## src/rtl/irq_ctrl_pkg.sv

```systemverilog
package irq_ctrl_pkg;
  typedef enum logic [2:0] {
    TRIG_OFF  = 3'b000,
    TRIG_RISE = 3'b001,
    TRIG_FALL = 3'b010,
    TRIG_HIGH = 3'b101,
    TRIG_LOW  = 3'b110
  } trig_e;

  localparam int N_FIELDS = 8;
  localparam int FLD_CFG0 = 0;
  localparam int FLD_CFG1 = 1;
  localparam int FLD_CFG2 = 2;
  localparam int FLD_MASK = 3;
  localparam int FLD_ROUTE = 4;
  localparam int FLD_SEL = 5;
  localparam int FLD_RISE = 6;
  localparam int FLD_FALL = 7;
  localparam int STAT0_ADDR = 2 * N_FIELDS;
  localparam int STAT1_ADDR = 2 * N_FIELDS + 1;
endpackage

```

## src/rtl/irq_sync.sv

```systemverilog
module irq_sync #(
  parameter int W = 32
) (
  input  logic         clk_i,
  input  logic         rst_ni,
  input  logic [W-1:0] d_i,
  output logic [W-1:0] lvl_o,
  output logic [W-1:0] prev_o
);
  logic [W-1:0] s1_q, s2_q, s3_q;

  always_ff @(posedge clk_i or negedge rst_ni) begin
    if (!rst_ni) begin
      s1_q <= '0;
      s2_q <= '0;
      s3_q <= '0;
    end else begin
      s1_q <= d_i;
      s2_q <= s1_q;
      s3_q <= s2_q;
    end
  end

  assign lvl_o  = s2_q;
  assign prev_o = s3_q;
endmodule

```

## src/rtl/irq_regs.sv

```systemverilog
module irq_regs
  import irq_ctrl_pkg::*;
#(
  parameter int N_SRC  = 32,
  parameter int ADDR_W = 5
) (
  input  logic                             clk_i,
  input  logic                             rst_ni,
  input  logic                             we_i,
  input  logic [ADDR_W-1:0]                addr_i,
  input  logic [N_SRC-1:0]                 wdata_i,
  input  logic [N_SRC-1:0]                 rise_hit_i,
  input  logic [N_SRC-1:0]                 fall_hit_i,
  output logic [N_FIELDS-1:0][N_SRC-1:0]   fld_o
);
  for (genvar k = 0; k < N_FIELDS; k++) begin : g_fld
    logic [N_SRC-1:0] set_w, clr_w, hw_w, q;
    assign set_w = (we_i && addr_i == ADDR_W'(2 * k))     ? wdata_i : '0;
    assign clr_w = (we_i && addr_i == ADDR_W'(2 * k + 1)) ? wdata_i : '0;
    if (k == FLD_RISE) begin : g_rise
      assign hw_w = rise_hit_i;
    end else if (k == FLD_FALL) begin : g_fall
      assign hw_w = fall_hit_i;
    end else begin : g_plain
      assign hw_w = '0;
    end
    // captured edge overrides a simultaneous clear
    always_ff @(posedge clk_i or negedge rst_ni) begin
      if (!rst_ni) q <= '0;
      else         q <= ((q | set_w) & ~clr_w) | hw_w;
    end
    assign fld_o[k] = q;
  end
endmodule

```

## src/rtl/irq_cond.sv

```systemverilog
module irq_cond
  import irq_ctrl_pkg::*;
#(
  parameter int N_SRC = 32
) (
  input  logic [N_FIELDS-1:0][N_SRC-1:0] fld_i,
  input  logic [N_SRC-1:0]               lvl_i,
  input  logic [N_SRC-1:0]               prev_i,
  output logic [N_SRC-1:0]               rise_hit_o,
  output logic [N_SRC-1:0]               fall_hit_o,
  output logic [N_SRC-1:0]               stat0_o,
  output logic [N_SRC-1:0]               stat1_o
);
  for (genvar i = 0; i < N_SRC; i++) begin : g_src
    logic [2:0] code;
    logic       pend, gate;
    assign code = {fld_i[FLD_CFG2][i], fld_i[FLD_CFG1][i], fld_i[FLD_CFG0][i]};
    assign rise_hit_o[i] = (code == TRIG_RISE) &&  lvl_i[i] && !prev_i[i];
    assign fall_hit_o[i] = (code == TRIG_FALL) && !lvl_i[i] &&  prev_i[i];
    always_comb begin
      unique case (code)
        TRIG_RISE: pend = fld_i[FLD_RISE][i];
        TRIG_FALL: pend = fld_i[FLD_FALL][i];
        TRIG_HIGH: pend = lvl_i[i];
        TRIG_LOW:  pend = !lvl_i[i];
        default:   pend = 1'b0;
      endcase
    end
    assign gate = pend && fld_i[FLD_MASK][i] && fld_i[FLD_SEL][i];
    assign stat0_o[i] = gate &&  fld_i[FLD_ROUTE][i];
    assign stat1_o[i] = gate && !fld_i[FLD_ROUTE][i];
  end
endmodule

```

## src/rtl/irq_ctrl.sv

```systemverilog
module irq_ctrl
  import irq_ctrl_pkg::*;
#(
  parameter int N_SRC  = 32,
  parameter int ADDR_W = 5
) (
  input  logic              clk_i,
  input  logic              rst_ni,
  input  logic [N_SRC-1:0]  irq_i,
  input  logic              we_i,
  input  logic [ADDR_W-1:0] addr_i,
  input  logic [N_SRC-1:0]  wdata_i,
  output logic [N_SRC-1:0]  rdata_o,
  output logic              req0_o,
  output logic              req1_o
);
  localparam int FLD_AW = $clog2(N_FIELDS);

  logic [N_SRC-1:0] lvl, prev, rise_hit, fall_hit, stat0, stat1;
  logic [N_FIELDS-1:0][N_SRC-1:0] fld;
  logic req0_q, req1_q;

  irq_sync #(.W(N_SRC)) u_sync (
    .clk_i (clk_i),
    .rst_ni(rst_ni),
    .d_i   (irq_i),
    .lvl_o (lvl),
    .prev_o(prev)
  );

  irq_regs #(.N_SRC(N_SRC), .ADDR_W(ADDR_W)) u_regs (
    .clk_i     (clk_i),
    .rst_ni    (rst_ni),
    .we_i      (we_i),
    .addr_i    (addr_i),
    .wdata_i   (wdata_i),
    .rise_hit_i(rise_hit),
    .fall_hit_i(fall_hit),
    .fld_o     (fld)
  );

  irq_cond #(.N_SRC(N_SRC)) u_cond (
    .fld_i     (fld),
    .lvl_i     (lvl),
    .prev_i    (prev),
    .rise_hit_o(rise_hit),
    .fall_hit_o(fall_hit),
    .stat0_o   (stat0),
    .stat1_o   (stat1)
  );

  always_comb begin
    rdata_o = '0;
    if (addr_i < ADDR_W'(2 * N_FIELDS))  rdata_o = fld[addr_i[FLD_AW:1]];
    else if (addr_i == ADDR_W'(STAT0_ADDR)) rdata_o = stat0;
    else if (addr_i == ADDR_W'(STAT1_ADDR)) rdata_o = stat1;
  end

  always_ff @(posedge clk_i or negedge rst_ni) begin
    if (!rst_ni) begin
      req0_q <= 1'b0;
      req1_q <= 1'b0;
    end else begin
      req0_q <= |stat0;
      req1_q <= |stat1;
    end
  end

  assign req0_o = req0_q;
  assign req1_o = req1_q;
endmodule

```

## config.mk

```make
export PLATFORM = sky130hd
export DESIGN_NAME = irq_ctrl
export DESIGN_NICKNAME = d
export VERILOG_FILES = /design/src/rtl/irq_ctrl_pkg.sv /design/src/rtl/irq_sync.sv /design/src/rtl/irq_regs.sv /design/src/rtl/irq_cond.sv /design/src/rtl/irq_ctrl.sv
export SDC_FILE = /design/constraint.sdc
export NUM_CORES = 1
export LEC_CHECK = 0
export ABC_AREA = 1
export ABC_CLOCK_PERIOD_IN_PS = 1200
export BUFFER_PORTS_ARGS = -buffer_cell sky130_fd_sc_hd__buf_4
export CAP_MARGIN = 0
export CORE_MARGIN = 1.5
export CORE_UTILIZATION = 38
export CTS_CLUSTER_DIAMETER = 150
export DETAILED_ROUTE_END_ITERATION = 8
export GPL_TIMING_DRIVEN = 0
export HOLD_SLACK_MARGIN = 0.03
export PLACE_DENSITY = 0.57
export SYNTH_ARGS = -nofsm -noshare
export SYNTH_HDL_FRONTEND = slang
export SYNTH_HIERARCHICAL = 1
export SYNTH_SLANG_ARGS = --single-unit
```

## constraint.sdc

```tcl
create_clock -name clk_i -period 1.2 [get_ports clk_i]
set_input_delay 0.06 -clock clk_i [delete_from_list [all_inputs] [get_ports clk_i]]
set_output_delay 0.06 -clock clk_i [all_outputs]
set_load 0.02 [all_outputs]
```

==> results of run 1 <==
## power by group through the flow
stage	combinational, mW	clock [mW]	sequential (mW)
after detailed placement	8.57	0	16.3
after global routing	12.6	14.3	16.5
after floorplan	6.10	0	15.7
final	11.3	13.5	16.2
after global placement	8.48	0	16.3
after CTS	10.3	13.8	16.1
## final cells by class
class	instances	area (um2)
Antenna cell	1	2.502
Buffer	150	794.5
Clock buffer	66	1348
Clock inverter	15	107.6
Fill cell	5760	28550
Inverter	750	2818
Multi-Input combinational cell	2130	10210
Sequential cell	354	8932
Tap cell	756	945.9
Timing Repair Buffer	287	2571
## state kept, by name (all words and copies together) (netlist names)
name	flops
u_sync/lvl_o	32
u_regs/g_fld.q	256
req1_o	1
u_sync/prev_o	32
u_sync/s1_q	32
req0_o	1
## placed cells by master (no fill, tap or decap), types with 2 or more instances in the layout
cell             n
clkbuf_1        55
nand3_2         75
nor2_2          40
nor3_4           2
nand2_2         63
nor2_4          27
clkinv_2        12
nor2_1         277
clkbuf_8        10
inv_2           84
nand2_1        941
a21oi_1        192
inv_6            2
nand3_1        394
nor3_1          32
buf_1            9
buf_16           3
clkbuf_16       47
dfrtp_2         59
buf_6           53
nand3_4         10
a21oi_4          5
dlygate4sd3_1   73
buf_4          183
nand4_1         39
buf_2           68
dfrtp_1        295
nand2_4          5
inv_1          665
a21oi_2         26
## final timing paths
kind | slack [ps] | end | start
worst max-delay path | -1010 | rdata_o[2] | u_regs/g_fld[0].q[2]
worst min-delay path | -600 | u_sync/s1_q[1] | rst_ni
worst max register to register | -660 | req1_o | u_regs/g_fld[0].q[31]
worst min register to register | 350 | u_sync/lvl_o[1] | u_sync/s1_q[1]
max in group asynchronous | 320 | u_regs/g_fld[0].q[17] | rst_ni
min in group clk_i | 40 | u_regs/g_fld[5].q[31] | addr_i[2]
## metrics by stage
step	util	instance area (um2)	setup slack (ps)	TNS (ps)
2_1_floorplan	-	21700	-120.5	-1414
3_3_place_gp	0.4164	23430	-3703	-1360500
3_5_place_dp	0.4180	23520	-771.3	-95950
4_1_cts	0.4801	27020	-987.0	-29590
5_1_grt	0.4927	27730	-1077	-33160
6_report	0.4927	27730	-1007	-29380
## per-layer routing
layer,track usage,routed length [um],vias up
li1,-,-,10872
met1,0.3762,34830,10401
met2,0.4275,36260,844
met3,0.04639,6518,189
met4,0.1014,3109,4
met5,0,27,-
## logic make-up after synthesis
family | share of synthesized area
simple gates | 0.3704
buf+inv | 0.1670
fa+ha+maj | 0.001157
compound gates | 0.05163
flops | 0.4098
## timing repair
item	in CTS	in global routing
endpoints found under the setup margin	34	37
pin swaps	127	82
endpoints found under the hold margin	479	248
setup buffers	80	26
gates resized for setup	225	138
==> summary.md, run 1 <==
| Metric | Value |
|---|---|
| Outcome | `finished with violations` |
| Fmax | `0.4532 GHz` |
| Gpl congestion | `0.8734` |
| Final Hold Viols | `248` |
| IO Pins | `106` |
| Via count | `22310` |
| P_leak | `15.24 nW` |
| Pre-Repair DR Iteration Count | `5` |
| Top FF cell, synth | `dfrtp_1` |
| Share of layout cells above drive strength 1 | `0.2076` |
| Setup crit end kind | `primary output` |
| Worst-path fanout max | `3` |
| Worst setup SP type | `flop` |
| Worst Hold Class | `input port to async pin` |
| Antenna-violating nets left | `0` |
| CP top delay family | `simple AND/OR/NAND/NOR gates` |
| Max-Cap Viols | `0` |
| Die H | `241.5 um` |
| Root Buffer | `clkbuf_16` |
| Final setup margin | `-1007 ps` |
| CP max-delay cell | `dfrtp_1` |
| Crit share post-route | `1.839` |
| NetSw | `14.49 mW` |
| Htree depth | `2` |
| First DRT Iteration DRCs | `2171` |
| Vias in the first global route | `roughly 21000` |
| CTS Sinks | `354` |
| RSZ-0062 raised after global routing | `yes` |
| Inserted Clock Buffers | `45` |
| Clock share of power | `0.330` |
| Internal | `between 20 and 30 mW` |
| Die Area | `58330 um2` |
| Comb power frac | `0.275` |
| IO Port Bufs | `105` |
| Req. time, crit path | `about 1100 ps` |
| Count of cell types in the netlist | `21` |
| Yosys Warn Count | `6` |
| Nets | `3792` |
| Routed WL | `80.75 mm` |
| Reg clk slew, reported paths | `50 ps` |
| CTS tree | `yes` |
| Sequential share of the synthesized area | `0.4098` |
| WHS | `-600.1 ps` |
| Grt ovf | `0` |
| Die X-Extent | `241.5 um` |
| Initial antenna violation count | `3` |
| First-pass GRT wire length | `122.2 mm` |
| DR vias/cell | `4.948` |
| Ranking of synthesized cells by area | `dfrtp_1 41%, nand2_1 17%, inv_1 12%, nand3_1 11%, nor2_1 5.8%` |
| Synth cell count leaders | `1005 x nand2_1, 710 x inv_1, 478 x nand3_1` |
| Switching share of power | `0.3532` |
| GRT Overall Usage | `0.2725` |
| Cell Rows | `slightly below 90` |
| CP peak stage delay | `380 ps` |
| CP Data Arrival Time | `2150 ps` |
| Post-Syn Instances | `3384` |
| Mapped Nets | `3458` |
| Max-slew headroom | `0.4103` |
| Stages on the worst setup path | `10` |
| Placed instance count | `around 4200` |
| CP bufs+invs | `3` |
| Post-CTS Hold Fix Bufs | `74` |
| Synth area leader | `dfrtp_1` |
| Clock tree buffer depth | `3` |
| Final Skew | `15.26 ps` |
| Final HPWL DP | `between 50 and 60 mm` |
| CP Cell Sequence | `inv_1, ha_1, nor2_2, nand3_2, nor2_2, nand4_1, nand2_1, inv_1, nand2_2, buf_6` |
| Initial Util | `0.3841` |
| Number of synthesized flops with an enable pin | `0` |
| CP Class | `flop to primary output` |
| Failing checks | `hold timing, setup timing` |
| Fin. max-slew vios | `0` |
| Maximum vdd drop | `1.039 mV` |
| Largest net degree at the start of global routing | `approximately 110` |
| Overall Power | `41.03 mW` |
| DR WL/cell | `around 18 um` |
| Count leader, synth | `nand2_1` |
| Syn Std Cell Area | `21620 um2` |
| Minimum clock period | `2207 ps` |
| R2R cell count | `10` |
| Worst Max-Slew Pin Slew | `884.6 ps` |
| Top cell type's share of synthesized area | `0.4098` |
| Final setup violation count | `34` |
| Area delta synth->final | `28.27%` |
| Core Area | `56280 um2` |
| Finished Layout Cells | `4509` |
| FFs w/ async S/R, synth | `1.000` |
| Synthesized area per cell | `around 6.4 um2` |
| Latest clock arrival within the worst-skew pair | `around 590 ps` |
| Register bit total from synthesis | `354` |
| Seq pwr share | `0.395` |
| Detailed-route DRC error count | `0` |
| Power Density | `1480 nW/um2` |
No activity file was read; power rests on OpenSTA's default activity.
==> inputs of run 2 (changes only) <==
Settings changed: HOLD_SLACK_MARGIN 0.03 to default.
==> summary.md, run 2 (synthesized netlist as in run 1, its figures left out) <==
| Metric | Value |
|---|---|
| Clock tree buffer depth | `3 (unchanged)` |
| Inserted Clock Buffers | `45 (unchanged)` |
| CP Data Arrival Time | `2140 ps (was 2150 ps)` |
| Max-slew headroom | `0.4166 (was 0.4103)` |
| CP max-delay cell | `dfrtp_1 (unchanged)` |
| Setup crit end kind | `primary output (unchanged)` |
| WHS | `-599.3 ps (was -600.1 ps)` |
| First-pass GRT wire length | `121.8 mm (was 122.2 mm)` |
| Crit share post-route | `1.831 (was 1.839)` |
| RSZ-0062 raised after global routing | `yes (unchanged)` |
| Latest clock arrival within the worst-skew pair | `590 ps (about the same)` |
| Metal3 WL | `6.535 mm (was 6.518 mm)` |
| Final setup violation count | `34 (unchanged)` |
| Fmax | `0.4552 GHz (was 0.4532 GHz)` |
| Minimum clock period | `2197 ps (was 2207 ps)` |
| Die Area | `58330 um2 (unchanged)` |
| Final Skew | `14.89 ps (was 15.26 ps)` |
| Max reg flops | `256 (unchanged)` |
| DR WL/cell | `17.87 um (was 17.91 um)` |
| Fill cell count | `5773 (was 5760)` |
| R2R setup slack | `-730 ps (was -660 ps)` |
| Via count | `22318 (was 22310)` |
| CP Class | `flop to primary output (unchanged)` |
| CP peak stage delay | `380 ps (about the same)` |
| Initial antenna violation count | `3 (unchanged)` |
| Outcome | `finished with violations (unchanged)` |
| Worst-path fanout max | `3 (unchanged)` |
| FF-to-FF End | `req1_o (unchanged)` |
| Die X-Extent | `241.5 um (unchanged)` |
| Multi-input gate area | `10210 um2 (about the same)` |
| Met2 WL post-DR | `36.09 mm (was 36.26 mm)` |
| Nets | `3790 (was 3792)` |
| Die H | `241.5 um (unchanged)` |
| Htree depth | `2 (unchanged)` |
| Worst reg2reg startpoint | `u_regs/g_fld[0].q[31] (unchanged)` |
| Gpl congestion | `0.8734 (unchanged)` |
| Fin. max-slew vios | `0 (unchanged)` |
| P_leak | `15.23 nW (was 15.24 nW)` |
| Worst setup SP type | `flop (unchanged)` |
| Worst Hold Class | `input port to async pin (unchanged)` |
| Register area | `8932 um2 (unchanged)` |
| Final HPWL DP | `50.22 mm (unchanged)` |
| R2R cell count | `10 (unchanged)` |
| Share of layout cells above drive strength 1 | `0.2085 (was 0.2076)` |
| Power Density | `1480 nW/um2 (about the same)` |
| Maximum vdd drop | `1.033 mV (was 1.039 mV)` |
| Req. time, crit path | `1140 ps (about the same)` |
| CTS tree | `yes (unchanged)` |
| Core Area | `56280 um2 (unchanged)` |
| Most frequent cells in the layout | `941 x nand2_1, 665 x inv_1, 395 x nand3_1, 295 x dfrtp_1, 276 x nor2_1 (was 941 x nand2_1, 665 x inv_1, 394 x nand3_1, 295 x dfrtp_1, 277 x nor2_1)` |
| GRT Overall Usage | `0.2716 (was 0.2725)` |
| CP Cell Sequence | `inv_1, ha_1, nor2_2, nand3_2, nor2_2, nand4_1, nand2_1, inv_1, nand2_2, buf_6 (unchanged)` |
| First DRT Iteration DRCs | `1987 (was 2171)` |
| Final setup margin | `-996.8 ps (was -1007 ps)` |
| Largest net degree at the start of global routing | `107 (unchanged)` |
| Largest Register | `u_regs/g_fld.q (unchanged)` |
| Worst Max-Slew Pin Slew | `875.1 ps (was 884.6 ps)` |
| DR vias/cell | `4.952 (was 4.948)` |
| Routed met1 length | `34.83 mm (unchanged)` |
| Antenna-violating nets left | `0 (unchanged)` |
| Final core utilization | `0.4925 (was 0.4927)` |
| Detailed-route DRC error count | `0 (unchanged)` |
| CTS Sinks | `354 (unchanged)` |
| Reg clk slew, reported paths | `50 ps (about the same)` |
| Vias in the first global route | `20661 (was 20723)` |
| IO Port Bufs | `105 (unchanged)` |
| Routed WL | `80.54 mm (was 80.75 mm)` |
| Failing checks | `hold timing, setup timing (unchanged)` |
| Area delta synth->final | `28.22% (was 28.27%)` |
| Final Hold Viols | `250 (was 248)` |
| Initial Util | `0.3841 (unchanged)` |
| Pre-Repair DR Iteration Count | `5 (unchanged)` |
| Cell Rows | `87 (unchanged)` |
| Uppermost layer routed | `met5 (unchanged)` |
| Root Buffer | `clkbuf_16 (unchanged)` |
| Grt ovf | `0 (unchanged)` |
| Max-Cap Viols | `0 (unchanged)` |
| Most common cell after layout, fill and taps aside | `nand2_1 (unchanged)` |
| IO Pins | `106 (unchanged)` |
-- run 2: per-layer routing --
metal / vias to the layer above / track usage
met5: - / 0
met3: 186 / 0.04784
met2: 819 / 0.4264
met4: 4 / 0.09730
li1: 10866 / -
met1: 10443 / 0.3750
-- run 2: critical path: cells and delay by family, from the launching register on --
family | cells | cell delay, ps
simple gates | 6 | 670
flops | 1 | 380
fa+ha+maj | 1 | 280
buf+inv | 3 | 230
-- run 2: area by class of cell --
class                   count  area share
plain buffers             150     0.02921
clock inverters            15    0.003882
clock buffers              66     0.04862
well taps                 756     0.03413
repair buffers            285     0.09182
multi-input cells        2130      0.3683
flip-flops and latches    354      0.3223
inverters                 750      0.1017
diodes                      1  0.00009028
-- run 2: what timing repair did --
action                     CTS  global route
setup buffers               80            28
gates resized for setup    225           143
pin swaps                  127            84
setup endpoints to repair   34           154
hold buffers                68             1
hold endpoints to repair   476           194
-- run 2: power breakdown --
part | total, mW | internal [mW] | switching (mW)
sequential | 16.2 | 14.0 | 2.21
clock | 13.5 | 7.97 | 5.54
combinational | 11.3 | 4.56 | 6.75
-- run 2: stage by stage --
step | TNS (ps) | power (mW) | cells | area, um2 | setup WS, ps
after floorplan | -1414 | 21.78 | 3384 | 21700 | -120.5
final | -29360 | 41.03 | 4507 | 27720 | -996.8
after detailed placement | -95950 | 24.84 | 4248 | 23520 | -771.3
after global routing | -33150 | 43.49 | 4507 | 27720 | -1073
after CTS | -33830 | 40.19 | 4477 | 26960 | -987.0
after global placement | -1360500 | 24.76 | 4245 | 23430 | -3703
-- run 2: worst max-delay path by stage --
stage                          startpoint               end  slack [ps]  cells after the start
floorplan            u_regs/g_fld[1].q[2]        rdata_o[2]        -120                      8
detailed placement  u_regs/g_fld[1].q[30]            req0_o        -770                      9
global placement                   rst_ni  u_sync/lvl_o[18]       -3700                      1
CTS                  u_regs/g_fld[0].q[2]        rdata_o[2]        -990                     10
global route        u_regs/g_fld[0].q[31]       rdata_o[31]       -1070                     11
finish               u_regs/g_fld[0].q[2]        rdata_o[2]       -1000                     10
==> inputs of run 3 (changes only) <==
Settings changed: CTS_BUF_LIST from default to sky130_fd_sc_hd__clkbuf_2 sky130_fd_sc_hd__clkbuf_4 sky130_fd_sc_hd__clkbuf_8.
==> summary.md, run 3 (synthesized netlist as in run 1, its figures left out) <==
| Metric | Value |
|---|---|
| CP Data Arrival Time | `2210 ps (was 2140 ps)` |
| Outcome | `finished with violations (unchanged)` |
| CTS Sinks | `354 (unchanged)` |
| Core Area | `56280 um2 (unchanged)` |
| IO Pins | `106 (unchanged)` |
| First-pass GRT wire length | `122.8 mm (was 121.8 mm)` |
| Reg clk slew, reported paths | `60 ps (was 50 ps)` |
| WHS | `-691.1 ps (was -599.3 ps)` |
| Vias in the first global route | `20976 (was 20661)` |
| Register area | `8932 um2 (unchanged)` |
| FF-to-FF End | `req1_o (unchanged)` |
| Worst reg2reg startpoint | `u_regs/g_fld[0].q[31] (unchanged)` |
| Ant. Diodes | `0 (was 1)` |
| Initial antenna violation count | `2 (was 3)` |
| Worst Max-Slew Pin Slew | `899.2 ps (was 875.1 ps)` |
| Routed WL | `81.16 mm (was 80.54 mm)` |
| Fin. max-slew vios | `0 (unchanged)` |
| Fmax | `0.4411 GHz (was 0.4552 GHz)` |
| Final Skew | `34.93 ps (was 14.89 ps)` |
| Most common cell after layout, fill and taps aside | `nand2_1 (unchanged)` |
| Worst setup SP type | `flop (unchanged)` |
| Die H | `241.5 um (unchanged)` |
| Worst-path fanout max | `4 (was 3)` |
| Overall Power | `40.82 mW (was 41.03 mW)` |
| CTS tree | `yes (unchanged)` |
| Gpl congestion | `0.8734 (unchanged)` |
| R2R setup slack | `-700 ps (was -730 ps)` |
| Crit share post-route | `1.889 (was 1.831)` |
| RSZ-0062 raised after global routing | `yes (unchanged)` |
| Cell area after layout | `27930 um2 (was 27720 um2)` |
| Detailed-route DRC error count | `0 (unchanged)` |
| GRT Overall Usage | `0.2744 (was 0.2716)` |
| Antenna-violating nets left | `0 (unchanged)` |
| Multi-input gate area | `10290 um2 (was 10210 um2)` |
| Die Area | `58330 um2 (unchanged)` |
| Max reg flops | `256 (unchanged)` |
| Nets | `3824 (was 3790)` |
| Inserted Clock Buffers | `70 (was 45)` |
| Root Buffer | `clkbuf_8 (was clkbuf_16)` |
| Largest net degree at the start of global routing | `107 (unchanged)` |
| Die X-Extent | `241.5 um (unchanged)` |
| Setup crit end kind | `primary output (unchanged)` |
| Final setup violation count | `36 (was 34)` |
| Minimum clock period | `2267 ps (was 2197 ps)` |
| Max-Cap Viols | `0 (unchanged)` |
| First DRT Iteration DRCs | `1881 (was 1987)` |
| Max-slew headroom | `0.4006 (was 0.4166)` |
| Htree depth | `3 (was 2)` |
| Cell Rows | `87 (unchanged)` |
| Initial Util | `0.3841 (unchanged)` |
| Pre-Repair DR Iteration Count | `6 (was 5)` |
| DR vias/cell | `4.955 (was 4.952)` |
| Final Hold Viols | `261 (was 250)` |
| IO Port Bufs | `105 (unchanged)` |
| Grt ovf | `0 (unchanged)` |
| Req. time, crit path | `1140 ps (about the same)` |
| Critical Path End | `rdata_o[31] (was rdata_o[2])` |
| Failing checks | `hold timing, setup timing (unchanged)` |
| CP Class | `flop to primary output (unchanged)` |
| Final setup margin | `-1067 ps (was -996.8 ps)` |
| Via count | `22548 (was 22318)` |
| Placed Area | `23520 um2 (unchanged)` |
| Clock tree buffer depth | `3 (unchanged)` |
| P_leak | `15.34 nW (was 15.23 nW)` |
| Maximum vdd drop | `0.9337 mV (was 1.033 mV)` |
| Final HPWL DP | `50.22 mm (unchanged)` |
| R2R cell count | `10 (unchanged)` |
| Post-CTS Hold Fix Bufs | `75 (was 68)` |
| Largest Register | `u_regs/g_fld.q (unchanged)` |
| Power Density | `1462 nW/um2 (was 1480 nW/um2)` |
| DR WL/cell | `17.83 um (was 17.87 um)` |
| Latest clock arrival within the worst-skew pair | `680 ps (was 590 ps)` |
| Pre-CTS setup slack | `-771.3 ps (unchanged)` |
| Worst Hold Class | `input port to async pin (unchanged)` |
| Most frequent cells in the layout | `944 x nand2_1, 665 x inv_1, 398 x nand3_1, 295 x dfrtp_1, 277 x nor2_1 (was 941 x nand2_1, 665 x inv_1, 395 x nand3_1, 295 x dfrtp_1, 276 x nor2_1)` |
| Area delta synth->final | `29.19% (was 28.22%)` |
| Share of layout cells above drive strength 1 | `0.2171 (was 0.2085)` |
| Final core utilization | `0.4962 (was 0.4925)` |
| Critical Path Start | `u_regs/g_fld[0].q[31] (was u_regs/g_fld[0].q[2])` |
| Fill cell count | `5748 (was 5773)` |
[run 3: changes by cell type in the layout (fill, tap and decap cells not counted), sizes merged]
cell,previous run,this run
clkbuf,113,156
clkinv,12,3
buf,319,324
dlymetal6s4s,1,4
clkinvlp,0,2
dlygate4sd3,68,70
diode,1,0
inv,752,751
[run 3: metrics by stage]
stage	cells	hold slack [ps]	setup TNS, ps
after floorplan	3384	-235.6	-1414
after global placement	4245	169.4	-1360500
after detailed placement	4248	14.26	-95950
after CTS	4521	-722.0	-54520
after global routing	4551	-666.8	-35620
final	4551	-691.1	-32170
[run 3: worst max-delay path: stages (launching register included)]
cell and delay [ps]:
dfrtp_2 440, inv_2 100, buf_6 110, nand3_4 60, nand3_4 90, nand3_4 110, nor2_4 130, nand4_1 80
nand2_1 110, inv_1 50, nand2_2 120, buf_6 140
[run 3: what timing repair did]
| item | 4_1_cts | 5_1_grt |
|---|---|---|
| resized for setup | 227 | 161 |
| buffers inserted | 81 | 32 |
| endpoints found under the hold margin | 536 | 259 |
| endpoints found under the setup margin | 36 | 278 |
| pin swaps | 124 | 86 |
[run 3: cell type report]
class                      instances  area share
clock inverter                     7    0.002464
sequential                       354      0.3198
timing repair buffer             294     0.09583
inverter                         750      0.1010
tap                              756     0.03387
buffer                           150     0.02890
multi-input combinational       2130      0.3686
clock buffer                     110     0.04951
[run 3: power breakdown]
| part | leakage [nW] | internal [mW] | switching, mW | total (mW) |
|---|---|---|---|---|
| Sequential | 3.75 | 14.0 | 2.21 | 16.2 |
| Combinational | 10.8 | 4.67 | 6.83 | 11.5 |
| Clock | 0.767 | 7.46 | 5.63 | 13.1 |
[run 3: metal layers]
layer | routed length (um) | part of all wire | global-route usage | vias to the layer above
met5 | 27 | 0.00033 | 0 | -
met4 | 3097 | 0.038 | 0.1121 | 4
met3 | 6690 | 0.082 | 0.04617 | 195
met2 | 36420 | 0.45 | 0.4282 | 885
met1 | 34930 | 0.43 | 0.3771 | 10539
li1 | - | - | - | 10925
[run 3: worst min-delay path by stage]
stage,to,slack (ps),cells after the start
floorplan,req0_o,-240,0
global route,u_regs/g_fld[6].q[2],-670,1
detailed placement,u_sync/prev_o[2],10,1
global placement,u_sync/s1_q[5],170,1
finish,u_sync/prev_o[2],-690,1
CTS,u_sync/prev_o[2],-720,1
